**config.mk**
```make
export PLATFORM = sky130hd
export DESIGN_NAME = byte_fifo
export DESIGN_NICKNAME = d
export VERILOG_FILES = /design/src/rtl/bfifo_pkg.sv /design/src/rtl/bfifo_mem.sv /design/src/rtl/bfifo_ctrl.sv /design/src/rtl/bfifo_evt.sv /design/src/rtl/byte_fifo.sv
export SDC_FILE = /design/constraint.sdc
export NUM_CORES = 1
export LEC_CHECK = 0
export BUFFER_PORTS_ARGS = -buffer_cell sky130_fd_sc_hd__buf_2
export CORE_UTILIZATION = 61
export DETAILED_ROUTE_END_ITERATION = 8
export GPL_TIMING_DRIVEN = 0
export PLACE_DENSITY = 0.8
export SKIP_LAST_GASP = 1
export SYNTH_ARGS = -nofsm -noshare
export SYNTH_HDL_FRONTEND = slang
export SYNTH_SLANG_ARGS = --single-unit
```
**constraint.sdc**
```tcl
create_clock -name clk -period 4 [get_ports clk]
set_input_delay 0.4 -clock clk [delete_from_list [all_inputs] [get_ports clk]]
set_output_delay 0.4 -clock clk [all_outputs]
set_load 0.02 [all_outputs]
```
**src/rtl/bfifo_pkg.sv**
```systemverilog
package bfifo_pkg;
  localparam int unsigned BYTE_W = 8;

  // Accepted operations for one cycle, shared between control and storage.
  typedef struct packed {
    logic do_push;
    logic do_pop;
  } bfifo_op_t;

  function automatic logic at_or_above(input int unsigned lvl_m1, input int unsigned cnt);
    return (cnt >= lvl_m1 + 1);
  endfunction
endpackage

```
**src/rtl/bfifo_mem.sv**
```systemverilog
module bfifo_mem #(
  parameter int unsigned DATA_W = 8,
  parameter int unsigned DEPTH  = 16,
  parameter int unsigned AW     = $clog2(DEPTH)
) (
  input  logic              clk,
  input  logic              rst,
  input  logic              we,
  input  logic [AW-1:0]     waddr,
  input  logic [DATA_W-1:0] wdata,
  input  logic              re,
  input  logic [AW-1:0]     raddr,
  output logic [DATA_W-1:0] rdata
);
  logic [DATA_W-1:0] store [DEPTH];

  // Write port, no reset so it maps onto block RAM.
  always_ff @(posedge clk) begin
    if (we) begin
      store[waddr] <= wdata;
    end
  end

  // Registered read port; holds its value when no read happens.
  always_ff @(posedge clk) begin
    if (rst) begin
      rdata <= '0;
    end else if (re) begin
      rdata <= store[raddr];
    end
  end
endmodule

```
**src/rtl/bfifo_ctrl.sv**
```systemverilog
module bfifo_ctrl
  import bfifo_pkg::*;
#(
  parameter int unsigned DEPTH = 16,
  parameter int unsigned AW    = $clog2(DEPTH),
  parameter int unsigned CW    = $clog2(DEPTH + 1)
) (
  input  logic          clk,
  input  logic          rst,
  input  logic          flush,
  input  logic          push,
  input  logic          pop,
  output bfifo_op_t     op,
  output logic [AW-1:0] wptr,
  output logic [AW-1:0] rptr,
  output logic [CW-1:0] cnt_q,
  output logic [CW-1:0] cnt_d,
  output logic          full,
  output logic          empty,
  output logic [AW-1:0] occ_m1,
  output logic          err
);
  localparam logic [CW-1:0] FULL_CNT = CW'(DEPTH);
  localparam logic [AW-1:0] LAST_IDX = AW'(DEPTH - 1);

  logic [CW-1:0] occ_d;
  logic          err_d;

  function automatic logic [AW-1:0] bump(input logic [AW-1:0] p);
    return (p == LAST_IDX) ? '0 : p + AW'(1);
  endfunction

  always_comb begin
    op.do_pop  = pop && !flush && (cnt_q != '0);
    op.do_push = push && !flush && ((cnt_q != FULL_CNT) || op.do_pop);
    if (flush) begin
      cnt_d = '0;
    end else begin
      cnt_d = cnt_q + CW'(op.do_push) - CW'(op.do_pop);
    end
    occ_d = cnt_d - CW'(1);
    err_d = err | (!flush && ((push && !op.do_push) || (pop && !op.do_pop)));
  end

  always_ff @(posedge clk) begin
    if (rst) begin
      wptr   <= '0;
      rptr   <= '0;
      cnt_q  <= '0;
      full   <= 1'b0;
      empty  <= 1'b1;
      occ_m1 <= '1;
      err    <= 1'b0;
    end else begin
      if (flush) begin
        wptr <= '0;
        rptr <= '0;
      end else begin
        if (op.do_push) wptr <= bump(wptr);
        if (op.do_pop)  rptr <= bump(rptr);
      end
      cnt_q  <= cnt_d;
      full   <= (cnt_d == FULL_CNT);
      empty  <= (cnt_d == '0);
      occ_m1 <= occ_d[AW-1:0];
      err    <= err_d;
    end
  end
endmodule

```
**src/rtl/bfifo_evt.sv**
```systemverilog
module bfifo_evt
  import bfifo_pkg::*;
#(
  parameter bit          IS_TX = 1'b1,
  parameter int unsigned DEPTH = 16,
  parameter int unsigned AW    = $clog2(DEPTH),
  parameter int unsigned CW    = $clog2(DEPTH + 1)
) (
  input  logic          clk,
  input  logic          rst,
  input  logic [CW-1:0] cnt_q,
  input  logic [CW-1:0] cnt_d,
  input  logic [AW-1:0] thr_m1,
  output logic          thr_evt,
  output logic          empty_evt,
  output logic          half_evt
);
  localparam logic [CW-1:0] HALF_CNT = CW'(DEPTH / 2);

  logic drain_q;
  logic half_q;

  // Level event, present in both variants.
  always_ff @(posedge clk) begin
    if (rst) begin
      thr_evt <= 1'b0;
    end else begin
      thr_evt <= at_or_above(int'(thr_m1), int'(cnt_d));
    end
  end

  // Edge events for the transmit side.
  always_ff @(posedge clk) begin
    if (rst) begin
      drain_q <= 1'b0;
      half_q  <= 1'b0;
    end else begin
      drain_q <= (cnt_q != '0) && (cnt_d == '0);
      half_q  <= (cnt_q == HALF_CNT + CW'(1)) && (cnt_d == HALF_CNT);
    end
  end

  generate
    if (IS_TX) begin : g_tx
      assign empty_evt = drain_q;
      assign half_evt  = half_q;
    end else begin : g_rx
      assign empty_evt = drain_q & 1'b0;
      assign half_evt  = half_q & 1'b0;
    end
  endgenerate
endmodule

```
**src/rtl/byte_fifo.sv**
```systemverilog
module byte_fifo
  import bfifo_pkg::*;
#(
  parameter bit          IS_TX  = 1'b1,
  parameter int unsigned DEPTH  = 16,
  parameter int unsigned DATA_W = BYTE_W,
  localparam int unsigned AW    = $clog2(DEPTH),
  localparam int unsigned CW    = $clog2(DEPTH + 1)
) (
  input  logic              clk,
  input  logic              rst,
  input  logic              flush,
  input  logic              push,
  input  logic [DATA_W-1:0] push_data,
  input  logic              pop,
  output logic [DATA_W-1:0] pop_data,
  output logic              full,
  output logic              empty,
  output logic [AW-1:0]     occ_m1,
  input  logic [AW-1:0]     thr_m1,
  output logic              thr_evt,
  output logic              empty_evt,
  output logic              half_evt,
  output logic              err
);
  bfifo_op_t     op;
  logic [AW-1:0] wptr;
  logic [AW-1:0] rptr;
  logic [CW-1:0] cnt_q;
  logic [CW-1:0] cnt_d;

  bfifo_ctrl #(.DEPTH(DEPTH), .AW(AW), .CW(CW)) ctrl_i (
    .clk    (clk),
    .rst    (rst),
    .flush  (flush),
    .push   (push),
    .pop    (pop),
    .op     (op),
    .wptr   (wptr),
    .rptr   (rptr),
    .cnt_q  (cnt_q),
    .cnt_d  (cnt_d),
    .full   (full),
    .empty  (empty),
    .occ_m1 (occ_m1),
    .err    (err)
  );

  bfifo_mem #(.DATA_W(DATA_W), .DEPTH(DEPTH), .AW(AW)) mem_i (
    .clk   (clk),
    .rst   (rst),
    .we    (op.do_push),
    .waddr (wptr),
    .wdata (push_data),
    .re    (op.do_pop),
    .raddr (rptr),
    .rdata (pop_data)
  );

  bfifo_evt #(.IS_TX(IS_TX), .DEPTH(DEPTH), .AW(AW), .CW(CW)) evt_i (
    .clk       (clk),
    .rst       (rst),
    .cnt_q     (cnt_q),
    .cnt_d     (cnt_d),
    .thr_m1    (thr_m1),
    .thr_evt   (thr_evt),
    .empty_evt (empty_evt),
    .half_evt  (half_evt)
  );
endmodule

```
# == Yosys cells after proc, flatten, opt, wreduce, memory -nomap -nowiden ==
# Memory sizes are Yosys's and may differ from the RTL's. A register that Yosys moved wholly into a read port is not among the register bits.
# Index checks and enable logic that the tools add are counted.
# totals
ramBits,128
inputBits,17
latchBits,0
mem_count,1
word_cells,47
out_inout_bits,18
mem_bits_ro,0
register_bits,23
# classes
mux,5
div,0
bitwise,1
multipliers,0
n_addsub,6
shift,0
n_lt_le_gt_ge,1
reduce_logical,17
n_eq_ne,6
# memory_table
name,depth,word_bits,rd,rd_clocked_by_memory_dff,write_ports,line_no,text
mem_i.store,16,8,1,1,1,bfifo_mem.sv:15,logic [DATA_W-1:0] store [DEPTH];
# ops
operator,count
"5-bit by 4-bit == test with 1-bit output, second input constant",2
1-bit logical AND,9
"4-bit by 1-bit adder with 4-bit output, second input constant",2
"4-bit == test, second input constant",2
4-bit 2-to-1 mux,2
"4-bit by 1-bit adder with 5-bit output, second input constant",1
5-bit by 1-bit adder with 5-bit output,1
"5-bit == test, second input constant",1
5-bit greater-or-equal comparator,1
5-bit zero test,1
5-bit 2-to-1 mux,1
"5-bit inequality test, second input constant",1
5-bit nonzero test,1
5-bit by 1-bit subtractor with 5-bit output,1
"4-bit by 1-bit subtractor with 4-bit output, second input constant",1
1-bit zero test,3
1-bit logical OR,2
1-bit 2-to-1 mux,2
2-bit OR reduction,1
1-bit OR,1

# == Depth between registers and ports, before layout ==
# logic_depth
depth_word,10
ltp_mapped,18
depth_no_buf,16

# == Modules after synthesis ==
# Synthesis repeated with hierarchy kept, for this count alone.
# unflattened
cells_unflattened,465
hier_area_um2,6687.7
# by_module_without_submodules
module,cells_per_inst,seq_area_each_um2,n_inst,area_each_um2
bfifo_mem,316,4003.8,1,5343.9
bfifo_ctrl,118,400.4,1,1071.0
bfifo_evt,31,60.1,1,272.8

# == Worst setup path before layout ==
# Ideal clock, no wire load.
# synth_timing
path_type,flip-flop to flip-flop
startpoint,register ctrl_i.cnt_q[2]
endpoint,register evt_i.thr_evt
path_stages_with_launch,19
setup_ns,0.086
arrival_ns,3.016
period_less_slack_ns,3.101
slack_ns,0.899
required_ns,3.914
path_buffers,2
path_cell_list,dfxtp_1 inv_1 ha_1 nor4b_2 or3_1 buf_6 buf_2 nand2_1 nand2_1 ha_1 inv_1 fa_1 nand2b_1 a21oi_1 xnor2_1 nor2_1 ha_1 nor2_1 a211oi_1
# synth_between
elab_chain_len,8
elab_cells_between_ends,9
classes_between,2 x add/sub; 1 x order compare; 1 x eq/ne; 1 x mux; 4 x reduce/logical
# synth_rtl
element,line_no,text
start: declaration,bfifo_ctrl.sv:16,"output logic [CW-1:0] cnt_q,"
start signal: assignment,bfifo_ctrl.sv:62,cnt_q <= cnt_d;
5-bit nonzero test,bfifo_ctrl.sv:34,op.do_pop = pop && !flush && (cnt_q != '0);
1-bit logical AND,bfifo_ctrl.sv:34,
1-bit logical OR,bfifo_ctrl.sv:35,op.do_push = push && !flush && ((cnt_q != FULL_CNT) || op.do_pop);
1-bit logical AND,bfifo_ctrl.sv:35,
5-bit by 1-bit adder with 5-bit output,bfifo_ctrl.sv:39,cnt_d = cnt_q + CW'(op.do_push) - CW'(op.do_pop);
5-bit by 1-bit subtractor with 5-bit output *,bfifo_ctrl.sv:39,
5-bit 2-to-1 mux *,bfifo_ctrl.sv:36,if (flush) begin
net cnt_d[4],byte_fifo.sv:30,logic [CW-1:0] cnt_d;
5-bit greater-or-equal comparator *,bfifo_pkg.sv:11,return (cnt >= lvl_m1 + 1);
end signal: assignment,bfifo_evt.sv:28,"thr_evt <= at_or_above(int'(thr_m1), int'(cnt_d));"
end: declaration,bfifo_evt.sv:14,"output logic thr_evt,"
# The timed path passes the listed nets; every way through them passes the cells marked *.
# A chain may end at the register's enable or synchronous reset.

# == Final worst setup path ==
# layout_timing
startpoint,register ctrl_i.cnt_q[3]
endpoint,register evt_i.thr_evt
# Same word-level chain as after synthesis.

==> Flow_metrics.wiki <==
{| class="wikitable"
! Metric !! Value
|-
| GPL Wtd Cong || 0.8082
|-
| Endpoint of the worst hold-timing path || mem_i.rdata[7]
|-
| Path category of the worst min-delay check || in2reg
|-
| Clock-pin slew on the worst setup and hold paths || about 70 ps
|-
| Die Ht || about 110 um
|-
| Max stage delay cell, worst path || fa_1
|-
| Total number of clock tree sinks || between 150 and 200
|-
| Family with the most delay on the worst path || adder cells
|-
| Worst-skew pair later-pin latency || 540 ps
|-
| Initial core utilization || between 60% and 70%
|-
| Average size of a mapped cell || between 15 and 20 sq um
|-
| Total standard cell area after synthesis || between 6000 and 7000 sq um
|-
| CP max FO || 10
|-
| Cells after Synth || ~400
|-
| Top cell type's share of synthesized area || roughly 58%
|-
| Number of diodes || 0
|-
| Number of nets in the final layout || 480
|-
| Level count of the clock H-tree || 4
|-
| Depth of the worst register-to-register path || 18
|-
| Standby leakage power || approximately 0.0026 uW
|-
| Post CTS Setup Buffer Count || 0
|-
| Most frequent cell after synthesis || edfxtp_1
|-
| Final period demand of the worst path || 3657 ps
|-
| Number of hold violations in the final report || 0
|-
| Cell count of the worst hold path || 2
|-
| Worst max-slew margin expressed relative to the limit || 17.12%
|-
| Worst EP arrival || between 4000 and 5000 ps
|-
| Layout Area Growth over Synthesis || 13.79%
|-
| Num CTS Buffers || 17
|-
| Maximum number of pins on one net before global-route repair || 17
|-
| Vias || 3,670
|-
| Worst IR Drop VDD || around 0.46 mV
|-
| Outcome || finished clean
|-
| Maximum clock insertion buffer count || 2
|-
| Resized Gates After CTS || 0
|-
| Synth Warn # || 0
|-
| Number of synthesized flops with an enable pin || approximately 130
|-
| Transition at the pin with the smallest max-transition slack || between 1000 and 1500 ps
|-
| Wire length reported by the detailed router || 13,470 um
|-
| List of most frequent post-synthesis cells || edfxtp_1, dfxtp_1, nor2_1, nand2_1, mux4_1
|-
| Number of library cell types mapped by synthesis || 44
|-
| Fraction of final layout cells with drive strength greater than 1 || between 20 and 25%
|-
| Sequence of cells on the critical path || inv_1 > ha_1 > nor4b_2 > or3_1 > buf_6 > buf_2 > nand2_1 > nand2_1 > ha_1 > inv_1 > fa_1 > nand2b_1 > a21oi_1 > xnor2_1 > nor2_1 > ha_1 > nor2_1 > a211oi_1
|-
| CP bufs+invs || 4
|-
| Worst R2R End || evt_i.thr_evt
|-
| Core Rows || 37
|-
| Root Driver || clkbuf_8
|-
| Setup slack of the most critical reg-to-reg path || 340 ps
|-
| Total negative setup slack || 0 ps
|-
| Crit share post-route || between 90% and 100%
|-
| DRC violation count after routing || 0
|-
| Achievable frequency || 273.4 MHz
|-
| Type of the worst setup path || reg2reg
|-
| Portion of the post-synthesis area used by sequential elements || 67.12%
|-
| Average wire per standard cell || approximately 23 um
|-
| Wire length of the first global-routing pass || 20,350 um
|-
| Antenna-violating nets left || 0
|-
| Worst flop-to-flop path startpoint || ctrl_i.cnt_q[3]
|-
| TritonCTS clock tree || built
|-
| Setup crit start kind || flip-flop
|-
| Required time reported for the critical path endpoint || about 4500 ps
|-
| Overall power || 3559 uW
|-
| Final setup violation count || 0
|-
| Sum of overflow across all layers after global routing || 0
|-
| Half-perimeter wire length after placement || roughly 8500 um
|-
| Via-per-instance ratio || 6.189
|-
| Worst-case clock skew || a little over 9 ps
|-
| CP dominant cell by count || ha_1
|-
| Hold wc startpoint || rst
|-
| Max Cap Violations || 0
|-
| Number of iterations in the first detailed-routing pass || 5
|-
| Number of I/O pins || 35
|-
| Quantity of I/O buffers inserted on ports || 32
|-
| Power per cell area || 470.3 nW/um^2
|-
| Die outline area || ~11,000 sq um
|-
| Number of design-rule violations left by the first detailed-router iteration || between 400 and 500
|-
| GRT Resource Usage Total || roughly a quarter
|-
| Syn Nets || 428
|-
| Core area || between 10,000 and 15,000 sq um
|-
| Number of buffers inserted for hold repair after clock tree synthesis || 0
|-
| Share of flip-flops with an asynchronous set or reset after synthesis || 0%
|-
| Flip-flop and latch count after synthesis || approximately 160
|-
| Number of antenna violations at the first check in global routing || 0
|-
| Final count of pins violating max slew || 0
|-
| RSZ-0062 raised after global routing || false
|-
| Largest area contributor in the netlist || edfxtp_1
|-
| Most used flip-flop cell after synthesis || edfxtp_1
|-
| Crit path capture type || flip-flop
|-
| Chip Width || about 110 um
|-
| Largest stage delay on the critical path || ~400 ps
|-
| Number of global-route vias before repair || about 3,600
|-
| Largest cells by area after synthesis || edfxtp_1, mux4_1, dfxtp_1
|}
-- cells in the final DEF, fill, tap and decap left out, types with 4 or more instances in the layout --
master,instances
clkbuf_1,6
nand3_1,5
ha_1,18
edfxtp_1,128
nor3_1,6
o21ai_0,4
inv_1,15
clkbuf_8,5
xor2_1,5
inv_6,4
nor2_1,29
a22oi_1,16
clkbuf_16,19
buf_6,4
nand2b_1,6
nand2_1,26
a21oi_1,10
buf_2,35
mux4_1,25
o211ai_1,9
mux4_2,7
dfxtp_1,31
-- logic make-up (layout without fill, tap and decap cells) --
kind of cell / after synthesis / count (layout) / synth area share [%]
flops: 159 / 159 / 67.12
simple gates: 91 / 91 / 7.317
compound gates: 49 / 49 / 5.286
buf+inv: 34 / 99 / 3.292
mux: 32 / 32 / 12.25
fa+ha+maj: 19 / 19 / 3.687
xor+xnor: 8 / 8 / 1.053
-- per-stage QoR --
step / area [sq um] / instances / worst slack (ps) / hold slack, ps / util, %
after global routing: 7569 / 593 / 72.57 / 165.5 / 72.34
final: 7569 / 593 / 342.8 / 190.9 / 72.34
after detailed placement: 6982 / 560 / 389.1 / 470.1 / 66.73
after CTS: 7559 / 592 / 342.9 / 162.9 / 72.24
after global placement: 6982 / 560 / 479.7 / 457.5 / 66.73
after floorplan: 6651 / 392 / 898.8 / 498.9 / -
-- per-layer routing --
| layer | up-vias | share of wire [%] | track usage, % | routed length (um) |
|---|---|---|---|---|
| met3 | 20 | 7.9 | 8.155 | 1061 |
| met2 | 175 | 49 | 41.42 | 6613 |
| li1 | 1652 | - | - | - |
| met1 | 1823 | 41 | 34.19 | 5521 |
| met5 | - | 0 | 0 | 0 |
| met4 | 0 | 2.0 | 10.47 | 274 |
-- layout make-up --
type                       count  area (sq um)
clock buffer                  23         510.5
tap                          136         170.2
clock inverter                 9         66.31
fill                         635          2894
multi-input combinational    199          1973
timing repair buffer          33         165.2
sequential                   159          4464
inverter                      15         56.30
buffer                        19         162.7
-- where the power goes --
group,total [uW],internal [uW],switching [uW],leakage (uW)
logic,189,68.2,121,0.000884
registers,1810,1810,8.38,0.00140
clock network,1560,900,656,0.000286
-- worst max path at each step --
stage                         start            end  slack (ps)  cells past startpoint
global route        ctrl_i.cnt_q[3]  evt_i.thr_evt          70                     18
floorplan           ctrl_i.cnt_q[2]  evt_i.thr_evt         900                     18
CTS                 ctrl_i.cnt_q[3]  evt_i.thr_evt         340                     18
finish              ctrl_i.cnt_q[3]  evt_i.thr_evt         340                     18
detailed placement  ctrl_i.cnt_q[3]  evt_i.thr_evt         390                     18
global placement    ctrl_i.cnt_q[2]  evt_i.thr_evt         480                     18
-- flip-flops by register name, summed over array words and instances (netlist names) --
register	cells
ctrl_i.wptr	4
evt_i.empty_evt	1
mem_i.rdata	8
ctrl_i.empty	1
ctrl_i.full	1
ctrl_i.err	1
evt_i.thr_evt	1
ctrl_i.rptr	4
ctrl_i.cnt_q	5
mem_i.store	128
evt_i.half_evt	1
ctrl_i.occ_m1	4
(Power assumes the default switching activity.)
